## src/rtl/sermem_pkg.sv

```systemverilog
`timescale 1ns/1ps
package sermem_pkg;

    localparam int BYTE_BITS = 8;

    typedef enum logic [3:0] {
        ST_IDLE,
        ST_DEV,
        ST_DEV_ACK,
        ST_AHI,
        ST_AHI_ACK,
        ST_ALO,
        ST_ALO_ACK,
        ST_WDAT,
        ST_WACK,
        ST_RDAT,
        ST_RACK
    } sm_state_t;

endpackage

```

## src/rtl/sermem_buscond.sv

```systemverilog
`timescale 1ns/1ps
// Synchronises the two bus lines and derives edge and condition events.
module sermem_buscond #(
    parameter int SYNC_LEN = 2
) (
    input  logic clk,
    input  logic rst_n,
    input  logic scl_i,
    input  logic sda_i,
    output logic scl_s,
    output logic sda_s,
    output logic ev_start,
    output logic ev_stop,
    output logic ev_rise,
    output logic ev_fall
);

    logic [SYNC_LEN-1:0] scl_pipe;
    logic [SYNC_LEN-1:0] sda_pipe;
    logic                scl_d;
    logic                sda_d;

    always_ff @(posedge clk or negedge rst_n) begin
        if (!rst_n) begin
            scl_pipe <= '1;
            sda_pipe <= '1;
            scl_d    <= 1'b1;
            sda_d    <= 1'b1;
        end else begin
            scl_pipe <= {scl_pipe[SYNC_LEN-2:0], scl_i};
            sda_pipe <= {sda_pipe[SYNC_LEN-2:0], sda_i};
            scl_d    <= scl_pipe[SYNC_LEN-1];
            sda_d    <= sda_pipe[SYNC_LEN-1];
        end
    end

    assign scl_s    = scl_pipe[SYNC_LEN-1];
    assign sda_s    = sda_pipe[SYNC_LEN-1];
    assign ev_rise  = scl_s & ~scl_d;
    assign ev_fall  = ~scl_s & scl_d;
    assign ev_start = scl_s & scl_d & sda_d & ~sda_s;
    assign ev_stop  = scl_s & scl_d & ~sda_d & sda_s;

endmodule

```

## src/rtl/sermem_addr_ctr.sv

```systemverilog
`timescale 1ns/1ps
// Byte address counter: loads a 16-bit header address, keeps ADDR_W bits,
// steps inside a page for writes and across the array for reads.
module sermem_addr_ctr #(
    parameter int ADDR_W = 13,
    parameter int PAGE_W = 5
) (
    input  logic              clk,
    input  logic              rst_n,
    input  logic              load,
    input  logic [15:0]       load_val,
    input  logic              step_page,
    input  logic              step_full,
    output logic [ADDR_W-1:0] addr
);

    localparam int ROW_W = ADDR_W - PAGE_W;

    logic [PAGE_W-1:0] col_next;
    logic [ROW_W-1:0]  row_keep;

    assign col_next = addr[PAGE_W-1:0] + PAGE_W'(1);
    assign row_keep = addr[ADDR_W-1:PAGE_W];

    always_ff @(posedge clk or negedge rst_n) begin
        if (!rst_n) begin
            addr <= '0;
        end else if (load) begin
            addr <= load_val[ADDR_W-1:0];
        end else if (step_page) begin
            addr <= {row_keep, col_next};
        end else if (step_full) begin
            addr <= addr + ADDR_W'(1);
        end
    end

endmodule

```

## src/rtl/sermem_slave.sv

```systemverilog
`timescale 1ns/1ps
module sermem_slave
    import sermem_pkg::*;
#(
    parameter int          ADDR_W   = 13,
    parameter int          PAGE_W   = 5,
    parameter int          SYNC_LEN = 2,
    parameter logic [3:0]  DEV_TYPE = 4'b1010
) (
    input  logic              clk,
    input  logic              rst_n,
    input  logic              scl_i,
    input  logic              sda_i,
    output logic              sda_pull,
    input  logic [2:0]        strap_addr,
    input  logic              wr_inhibit,
    output logic [ADDR_W-1:0] ram_addr,
    output logic [7:0]        ram_wdata,
    output logic              ram_we,
    input  logic [7:0]        ram_rdata,
    output logic              commit
);

    localparam int CNT_W = $clog2(BYTE_BITS + 1);

    // bus events
    logic scl_s, sda_s, ev_start, ev_stop, ev_rise, ev_fall;

    sermem_buscond #(.SYNC_LEN(SYNC_LEN)) u_cond (
        .clk      (clk),
        .rst_n    (rst_n),
        .scl_i    (scl_i),
        .sda_i    (sda_i),
        .scl_s    (scl_s),
        .sda_s    (sda_s),
        .ev_start (ev_start),
        .ev_stop  (ev_stop),
        .ev_rise  (ev_rise),
        .ev_fall  (ev_fall)
    );

    sm_state_t        st, st_nx;
    logic [CNT_W-1:0] bitcnt;
    logic [7:0]       shreg;
    logic [7:0]       txreg;
    logic [7:0]       addr_hi;
    logic             rw;
    logic             mack;
    logic             wc_seen;
    logic             wr_pend;
    logic             drive;
    logic             we_q;
    logic [7:0]       wdata_q;
    logic             commit_q;

    logic             byte_end;
    logic             sel_ok;
    logic             rx_state;
    logic             hdr_state;
    logic             ctr_load;
    logic             ctr_step_full;

    assign byte_end  = ev_fall && (bitcnt == CNT_W'(BYTE_BITS));
    assign sel_ok    = (shreg[7:4] == DEV_TYPE) && (shreg[3:1] == strap_addr);
    assign rx_state  = (st == ST_DEV) || (st == ST_AHI) || (st == ST_ALO) || (st == ST_WDAT);
    assign hdr_state = (st == ST_DEV) || (st == ST_DEV_ACK) || (st == ST_AHI) ||
                       (st == ST_AHI_ACK) || (st == ST_ALO);
    assign ctr_load      = (st == ST_ALO) && byte_end && !ev_start && !ev_stop;
    assign ctr_step_full = (st == ST_RDAT) && byte_end && !ev_start && !ev_stop;

    sermem_addr_ctr #(.ADDR_W(ADDR_W), .PAGE_W(PAGE_W)) u_ctr (
        .clk       (clk),
        .rst_n     (rst_n),
        .load      (ctr_load),
        .load_val  ({addr_hi, shreg}),
        .step_page (we_q),
        .step_full (ctr_step_full),
        .addr      (ram_addr)
    );

    // ---------------- state register ----------------
    always_ff @(posedge clk or negedge rst_n) begin
        if (!rst_n) begin
            st <= ST_IDLE;
        end else begin
            st <= st_nx;
        end
    end

    // ---------------- next state ----------------
    always_comb begin
        st_nx = st;
        unique case (st)
            ST_IDLE:    begin end
            ST_DEV:     if (byte_end) st_nx = sel_ok ? ST_DEV_ACK : ST_IDLE;
            ST_DEV_ACK: if (ev_fall)  st_nx = rw ? ST_RDAT : ST_AHI;
            ST_AHI:     if (byte_end) st_nx = ST_AHI_ACK;
            ST_AHI_ACK: if (ev_fall)  st_nx = ST_ALO;
            ST_ALO:     if (byte_end) st_nx = ST_ALO_ACK;
            ST_ALO_ACK: if (ev_fall)  st_nx = ST_WDAT;
            ST_WDAT:    if (byte_end) st_nx = ST_WACK;
            ST_WACK:    if (ev_fall)  st_nx = ST_WDAT;
            ST_RDAT:    if (byte_end) st_nx = ST_RACK;
            ST_RACK:    if (ev_fall)  st_nx = mack ? ST_RDAT : ST_IDLE;
            default:    st_nx = ST_IDLE;
        endcase
        if (ev_start) begin
            st_nx = ST_DEV;
        end else if (ev_stop) begin
            st_nx = ST_IDLE;
        end
    end

    // ---------------- outputs and datapath ----------------
    always_ff @(posedge clk or negedge rst_n) begin
        if (!rst_n) begin
            bitcnt   <= '0;
            shreg    <= '0;
            txreg    <= '0;
            addr_hi  <= '0;
            rw       <= 1'b0;
            mack     <= 1'b0;
            wc_seen  <= 1'b0;
            wr_pend  <= 1'b0;
            drive    <= 1'b0;
            we_q     <= 1'b0;
            wdata_q  <= '0;
            commit_q <= 1'b0;
        end else begin
            we_q     <= 1'b0;
            commit_q <= 1'b0;
            if (ev_start) begin
                bitcnt  <= '0;
                drive   <= 1'b0;
                wr_pend <= 1'b0;
                wc_seen <= wr_inhibit;
            end else if (ev_stop) begin
                bitcnt   <= '0;
                drive    <= 1'b0;
                wr_pend  <= 1'b0;
                commit_q <= wr_pend;
            end else begin
                if (hdr_state && wr_inhibit) begin
                    wc_seen <= 1'b1;
                end
                if (we_q) begin
                    wr_pend <= 1'b1;
                end
                // bit counting and receive shifting
                if (ev_rise && (rx_state || st == ST_RDAT)) begin
                    bitcnt <= bitcnt + CNT_W'(1);
                    if (rx_state) begin
                        shreg <= {shreg[6:0], sda_s};
                    end
                end else if (byte_end) begin
                    bitcnt <= '0;
                end

                unique case (st)
                    ST_IDLE: drive <= 1'b0;
                    ST_DEV: if (byte_end) begin
                        drive <= sel_ok;
                        rw    <= shreg[0];
                    end
                    ST_AHI: if (byte_end) begin
                        drive   <= 1'b1;
                        addr_hi <= shreg;
                    end
                    ST_ALO: if (byte_end) begin
                        drive <= 1'b1;
                    end
                    ST_WDAT: if (byte_end) begin
                        drive   <= !wc_seen;
                        we_q    <= !wc_seen;
                        wdata_q <= shreg;
                    end
                    ST_DEV_ACK: if (ev_fall) begin
                        if (rw) begin
                            txreg <= ram_rdata;
                            drive <= ~ram_rdata[7];
                        end else begin
                            drive <= 1'b0;
                        end
                    end
                    ST_AHI_ACK, ST_ALO_ACK, ST_WACK: if (ev_fall) begin
                        drive <= 1'b0;
                    end
                    ST_RDAT: if (ev_fall) begin
                        if (byte_end) begin
                            drive <= 1'b0;
                        end else begin
                            txreg <= {txreg[6:0], 1'b0};
                            drive <= ~txreg[6];
                        end
                    end
                    ST_RACK: begin
                        if (ev_rise) begin
                            mack <= !sda_s;
                        end
                        if (ev_fall) begin
                            if (mack) begin
                                txreg <= ram_rdata;
                                drive <= ~ram_rdata[7];
                            end else begin
                                drive <= 1'b0;
                            end
                        end
                    end
                    default: drive <= 1'b0;
                endcase
            end
        end
    end

    assign sda_pull  = drive;
    assign ram_we    = we_q;
    assign ram_wdata = wdata_q;
    assign commit    = commit_q;

endmodule

```

## config.mk

```make
export PLATFORM = sky130hd
export DESIGN_NAME = sermem_slave
export DESIGN_NICKNAME = d
export VERILOG_FILES = /design/src/rtl/sermem_pkg.sv /design/src/rtl/sermem_buscond.sv /design/src/rtl/sermem_addr_ctr.sv /design/src/rtl/sermem_slave.sv
export SDC_FILE = /design/constraint.sdc
export NUM_CORES = 1
export LEC_CHECK = 0
export BUFFER_PORTS_ARGS = -buffer_cell sky130_fd_sc_hd__buf_2
export CORE_UTILIZATION = 45
export DETAILED_ROUTE_END_ITERATION = 6
export HOLD_SLACK_MARGIN = 0.03
export PLACE_DENSITY = 0.7
export REMOVE_ABC_BUFFERS = 1
export SLEW_MARGIN = 20
export SYNTH_ARGS = -nofsm -noshare
export SYNTH_HDL_FRONTEND = slang
export SYNTH_SLANG_ARGS = --single-unit
```

## constraint.sdc

```tcl
create_clock -name clk -period 2.8 [get_ports clk]
set_input_delay 0.42 -clock clk [delete_from_list [all_inputs] [get_ports clk]]
set_output_delay 0.42 -clock clk [all_outputs]
set_load 0.05 [all_outputs]
```

==> metrics, run 1 <==
post-CTS sizing 0; final-report max-slew violation count 0; top-area cell type share of the netlist area 0.431; core area 0.00687 mm2; leading post-synthesis cells by cell area dfrtp_1 43%, mux2_2 9.7%, dfstp_2 4.9%, o21ai_0 4.2%, nand2_1 3.5%; fin nets 371; Post-Synth Simple-Gate Area 0.200; DR WL/cell 15.0 um; Hold Vio Cnt, Final 0; R2R Setup Slk 0.57 ns; P&R area growth vs syn 15.0%; multiplexer area fraction after synthesis 0.125; gr ovfl total 0; DRC Markers 0; placed cell area 0.00355 mm2; vias per cell 5.46; Max IR drop VDD 0.270 mV; Post-Syn Instances 308; layout cells sized above 1 0.308; Async SR Flop Fraction 1.00; Util after Layout 0.544; Max Buffers Root-to-Sink 2; largest net degree at the start of global routing 27; number of port buffers 39; initial core utilization 0.473; DRT antenna net count 0; Post-synth EDFFs 0; Max Freq 449 MHz; status finished, final reports clean; setup TNS 0 ns; H-tree depth 3; Post-CTS Setup Bufs 0; vias in the first global route 2368; adder-cell share of the synthesized area 0.0116; CP Capture Type flop; largest family of logic cells by synthesized area simple AND/OR/NAND/NOR gates; register clock-pin slew on the reported worst setup and hold paths 0.07 ns; CTS Sinks 62; worst rel slew slack 0.580; antenna violations before repair 0; Distinct cells, synth 58; startpoint types flop; Post-Synth XOR/XNOR Area 0.0216; CP required 3.02 ns; top_reg_cell synth dfrtp_1; global-route wire length before repair 11500 um; LEAKAGE 1.80 nW; ANT cells 0; unrepaired setup endpoints after global routing false; DR iter-0 viols 118; die area 0.00756 mm2; final WL 6810 um; clk_skew 0.00858 ns; design area 0.00374 mm2; Max Cap Viol 0; setup violators final 0; # hold bufs at CTS 0; routed vias 2473; fillers 625; die width 87.0 um; post-synthesis sequential area ratio 0.480; Pre-antenna DRT Iters 4; Crit Path Class reg -> reg; Storage cell area 0.00156 mm2; Least-Margin Pin Slew 0.628 ns; PwrDens 501 mW/mm2; Final HPWL DP 4980 um; row cnt 30; Die Ht 87.0 um; Hold Path Class in -> async; min cycle time layout 2.23 ns; Compound-Gate Fraction of Synth Area 0.132; overall routing resource usage 0.204; Syn Area/Cell 10.5 um2; Worst-Skew Late Latency 0.34 ns; post-synthesis register bit count 62; total CTS buffers 9; CTS Root Buffer Type clkbuf_8; io pins 40; R2R depth 7; Synth area leader dfrtp_1; yosys warns 0; period utilization 0.796; area taken by multi-input logic gates 0.00159 mm2; Cell Area, Synth 0.00325 mm2; CTS tree done; worst-path maximum fanout 7; Routability Congestion 0.857; WP data arrival 2.45 ns
path summary, 6_finish.rpt:
kind / to / from
min in group clk: u_cond.scl_pipe[0] / scl_i
max in group asynchronous: u_cond.scl_d / rst_n
worst min register to register: u_cond.scl_pipe[1] / u_cond.scl_pipe[0]
worst max register to register: st[2] / bitcnt[0]
worst min-delay path: u_ctr.addr[12] / rst_n
worst max-delay path: st[2] / bitcnt[0]
cell type report:
class	instances	share of cell area
multi-input combinational	224	0.426
clock inverter	6	0.0164
inverter	10	0.0100
timing repair buffer	45	0.0643
clock buffer	10	0.0342
sequential	62	0.417
tap	96	0.0322
where the power goes:
| part | switching, W | total, W | internal (W) |
|---|---|---|---|
| registers | 0.0000507 | 0.000979 | 0.000928 |
| logic | 0.0000723 | 0.000133 | 0.0000610 |
| clock network | 0.000352 | 0.000761 | 0.000409 |
cell usage after synthesis (all sizes together) (2+ instances only):
master   n
o311ai   3
nand3   13
a211oi   2
nor4     4
nand2   30
o31ai    2
a31oi    4
inv     10
or4      2
ha       3
nor3     5
dfrtp   56
buf      7
a31o     2
or2      2
nor3b    4
o31a     3
clkbuf   5
a21oi   15
nor2    19
dfstp    6
o21ai   30
and2     2
nand4b   2
mux2i    9
nand2b   5
xor2     5
mux2    28
xnor2    3
nor2b    7
nand4    5
per-layer routing:
layer | global-route usage | vias up | share of wire
met4 | 0.105 | 0 | 0.026
met2 | 0.290 | 62 | 0.44
met5 | 0 | - | 0
met1 | 0.291 | 1187 | 0.49
met3 | 0.0474 | 17 | 0.042
li1 | - | 1207 | -
flip-flops by register name, summed over array words and instances, names as in the netlist:
name	cells
mack	1
u_cond.scl_pipe	2
st	4
u_cond.scl_d	1
wr_pend	1
shreg	8
sda_pull	1
u_cond.sda_pipe	2
rw	1
bitcnt	4
ram_wdata	8
u_ctr.addr	13
commit	1
u_cond.sda_d	1
wc_seen	1
txreg	7
ram_we	1
addr_hi	5
layout by cell type (no fill, tap or decap), types with 4 or more instances in the layout:
master	instances
nor3b_1	4
mux2_2	28
nand3_1	13
nor2b_1	7
buf_4	6
nor2_1	19
a31oi_1	4
inv_1	10
a21oi_1	15
nand4_1	5
o21ai_0	27
clkbuf_8	9
dfstp_2	6
xor2_1	5
nand2b_1	5
buf_2	39
mux2i_1	9
dfrtp_1	56
nand2_1	30
through the flow:
step	hold slack, ns	worst slack [ns]	total power [W]	std cells
5_1_grt	0.119	0.413	0.00195	453
4_1_cts	0.0867	0.564	0.00189	453
6_report	0.0792	0.571	0.00187	453
3_5_place_dp	0.347	0.581	0.00113	437
2_1_floorplan	0.124	0.506	0.00106	296
3_3_place_gp	0.346	0.631	0.00112	437
cells by family (layout without fill, tap and decap cells):
family | after synthesis | after routing
simple gates | 107 | 107
compound gates | 69 | 69
flops | 62 | 62
mux | 37 | 37
buf+inv | 22 | 71
xor+xnor | 8 | 8
fa+ha+maj | 3 | 3
critical path, cell delays in order (launching register included):
cell and delay (ns):
dfrtp_1 0.40, inv_1 0.06, ha_1 0.28, nand4b_4 0.17, nor2_1 0.14, or4_1 0.54
o311ai_2 0.15, mux2_2 0.39
Power figures use the tool's default switching activity.
==> run 2: changes to the inputs <==
--- a/config.mk
+++ b/config.mk
@@ -5,11 +5,12 @@
 export SDC_FILE = /design/constraint.sdc
 export NUM_CORES = 1
 export LEC_CHECK = 0
+export ABC_AREA = 1
 export BUFFER_PORTS_ARGS = -buffer_cell sky130_fd_sc_hd__buf_2
 export CORE_UTILIZATION = 45
 export DETAILED_ROUTE_END_ITERATION = 6
 export HOLD_SLACK_MARGIN = 0.03
-export PLACE_DENSITY = 0.7
+export PLACE_DENSITY = 0.73
 export REMOVE_ABC_BUFFERS = 1
 export SLEW_MARGIN = 20
 export SYNTH_ARGS = -nofsm -noshare
==> constraint.sdc (replaced) <==
create_clock -name clk -period 2 [get_ports clk]
set_input_delay 0.3 -clock clk [delete_from_list [all_inputs] [get_ports clk]]
set_output_delay 0.3 -clock clk [all_outputs]
set_load 0.05 [all_outputs]
==> metrics, run 2 <==
status finished, final reports clean (unchanged); startpoint types flop (unchanged); Crit Path Class reg -> reg (unchanged); Final HPWL DP 5530 um (was 4980 um); DR iter-0 viols 177 (was 118); Max Buffers Root-to-Sink 2 (unchanged); worst-path maximum fanout 12 (was 7); Reg with most FFs u_ctr.addr (unchanged); ANT cells 0 (unchanged); H-tree depth 3 (unchanged); total CTS buffers 9 (unchanged); vias per cell 5.02 (was 5.46); global-route wire length before repair 12800 um (was 11500 um); die width 88.8 um (was 87.0 um); unrepaired setup endpoints after global routing false (unchanged); min-delay src scl_i; CP Capture Type flop (unchanged); number of port buffers 39 (unchanged); Total Power 0.00267 W (was 0.00187 W); max FFs per register 13 (unchanged); Die Ht 88.8 um (was 87.0 um); Cell Area, Synth 0.00339 mm2 (was 0.00325 mm2); overall routing resource usage 0.214 (was 0.204); CTS Sinks 62 (unchanged); fin nets 504 (was 371); Max Freq 574 MHz (was 449 MHz); most frequent cells in the layout 138 x nand2_1, 56 x dfrtp_1, 48 x inv_1 (was 56 x dfrtp_1, 39 x buf_2, 30 x nand2_1); io pins 40 (unchanged); Post-Syn Instances 436 (was 308); Post-CTS Setup Bufs 0 (unchanged); gr ovfl total 0 (unchanged); WP data arrival 2.01 ns (was 2.45 ns); period utilization 0.871 (was 0.796); register clock-pin slew on the reported worst setup and hold paths 0.07 ns (about the same); Least-Margin Pin Slew 0.335 ns (was 0.628 ns); clk_skew 0.00737 ns (was 0.00858 ns); P&R area growth vs syn 15.2% (was 15.0%); R2R Path Start bitcnt[0] (unchanged); post-synthesis sequential area ratio 0.460 (was 0.480); CTS tree done (unchanged); final-report max-slew violation count 0 (unchanged); largest net degree at the start of global routing 63 (was 27); top-area cell type share of the netlist area 0.414 (was 0.431); crit path cell chain inv_1, ha_1, nand3_1, nor2_4, nand2_2, nand2_1, inv_2, nand2_2, nand2_1, o21ai_1 (was inv_1, ha_1, nand4b_4, nor2_1, or4_1, o311ai_2, mux2_2); row cnt 31 (was 30); vias in the first global route 2784 (was 2368); Distinct cells, synth 35 (was 58); post-CTS sizing 0 (unchanged); routed vias 2954 (was 2473); DRT antenna net count 0 (unchanged); Hold Vio Cnt, Final 0 (unchanged); Syn Area/Cell 7.77 um2 (was 10.5 um2); Post-synth EDFFs 0 (unchanged); die area 0.00788 mm2 (was 0.00756 mm2); # hold bufs at CTS 1 (was 0); yosys warns 0 (unchanged); DR WL/cell 12.5 um (was 15.0 um); Slowest-stage cell, CP dfrtp_1 (was or4_1); PwrDens 685 mW/mm2 (was 501 mW/mm2); Hold Crit Depth 1; most common cell in the netlist nand2_1 (was dfrtp_1); Synth area leader dfrtp_1 (unchanged); CTS Root Buffer Type clkbuf_8 (unchanged); setup TNS 0 ns (unchanged); LEAKAGE 2.04 nW (was 1.80 nW); setup violators final 0 (unchanged); DRC Markers 0 (unchanged); leading post-synthesis cells by cell area dfrtp_1 41%, nand2_1 15%, nand3_1 6.1%, inv_1 5.3%, dfstp_2 4.7% (was dfrtp_1 43%, mux2_2 9.7%, dfstp_2 4.9%, o21ai_0 4.2%, nand2_1 3.5%); most common cell after layout, fill and taps aside nand2_1 (was dfrtp_1); post-synthesis register bit count 62 (unchanged); CP required 2.27 ns (was 3.02 ns); delay of the slowest critical-path stage 0.40 ns (was 0.54 ns); Max IR drop VDD 0.741 mV (was 0.270 mV); antenna violations before repair 0 (unchanged); min cycle time layout 1.74 ns (was 2.23 ns); final WL 7340 um (was 6810 um); R2R Setup Slk 0.26 ns (was 0.57 ns); worst rel slew slack 0.775 (was 0.580); R2R depth 10 (was 7); top post-synthesis cells by count 138 x nand2_1, 56 x dfrtp_1, 48 x inv_1 (was 56 x dfrtp_1, 30 x nand2_1, 28 x mux2_2); Routability Congestion 0.916 (was 0.857); core area 0.00725 mm2 (was 0.00687 mm2); layout cells sized above 1 0.233 (was 0.308); Worst-Skew Late Latency 0.34 ns (about the same); Hold Path Class in -> reg (was in -> async); fillers 696 (was 625); Pre-antenna DRT Iters 5 (was 4); Async SR Flop Fraction 1.00 (unchanged); Worst R2R End u_ctr.addr[4] (was st[2]); Max Cap Viol 0 (unchanged); top_reg_cell synth dfrtp_1 (unchanged); Hold EP u_cond.scl_pipe[0]; initial core utilization 0.467 (was 0.473)
-- run 2: cell types whose count changed after synthesis, sizes merged, moves of 5 or more --
cell	delta
a21oi	-9
o21ai	+20
nor2b	-7
inv	+45
mux2	-27
clkbuf	-5
mux2i	-9
nand2b	-5
nor2	+20
nand3	+29
nand2	+119
-- run 2: how the worst max path moves through the flow --
stage	slack, ns	start	to
global route	0.04	bitcnt[0]	u_ctr.addr[3]
global placement	0.31	bitcnt[0]	u_ctr.addr[3]
detailed placement	0.26	bitcnt[0]	u_ctr.addr[3]
finish	0.26	bitcnt[0]	u_ctr.addr[4]
CTS	0.24	bitcnt[0]	u_ctr.addr[3]
floorplan	0.31	u_ctr.addr[1]	u_ctr.addr[12]
-- run 2: cell families (layout without fill, tap and decap cells) --
group / count (synthesis) / in the layout / synth area share
and+or+nand+nor: 244 / 244 / 0.327
adders and majority gates: 3 / 3 / 0.0111
AOI/OAI and AO/OA: 63 / 63 / 0.118
buffers and inverters: 60 / 114 / 0.0720
muxes: 1 / 1 / 0.00332
DFF: 62 / 62 / 0.460
xor gates and xnor gates: 3 / 3 / 0.00776
-- run 2: critical path, delay by kind of cell, from the launching register on --
kind,cells,cell delay (ns)
buf+inv,2,0.17
compound gates,1,0.07
fa+ha+maj,1,0.17
flops,1,0.40
simple gates,6,0.87
-- run 2: power by group --
| group | internal [W] | switching [W] | total [W] |
|---|---|---|---|
| combinational | 0.0000890 | 0.000141 | 0.000230 |
| sequential | 0.00134 | 0.0000464 | 0.00139 |
| clock | 0.000565 | 0.000491 | 0.00106 |
| total | 0.00200 | 0.000679 | 0.00267 |
-- run 2: layer usage --
metal  vias up  track usage  wire length, um
met1      1368        0.278             3400
met5         -            0                0
met2        78        0.353             3490
met4         0       0.0660              110
met3        14       0.0532              340
li1       1494            -                -
-- run 2: cell type report --
class                           instances  area, um2  share of cell area
Clock inverter                          7       65.1              0.0167
Inverter                               55        206              0.0529
Tap cell                               99        124              0.0317
Multi-Input combinational cell        314       1580               0.406
Clock buffer                            9        124              0.0317
Sequential cell                        62       1560               0.399
Timing Repair Buffer                   43        240              0.0616
-- run 2: per-stage QoR --
step           cells  hold slack, ns  instance area [um2]  utilization  setup WS (ns)
2_1_floorplan    431         0.00441                 3350            -          0.313
3_3_place_gp     572           0.338                 3700        0.511          0.306
3_5_place_dp     572           0.343                 3700        0.511          0.262
4_1_cts          589          0.0367                 3900        0.538          0.244
5_1_grt          589          0.0425                 3900        0.538         0.0435
6_report         589          0.0602                 3900        0.538          0.259
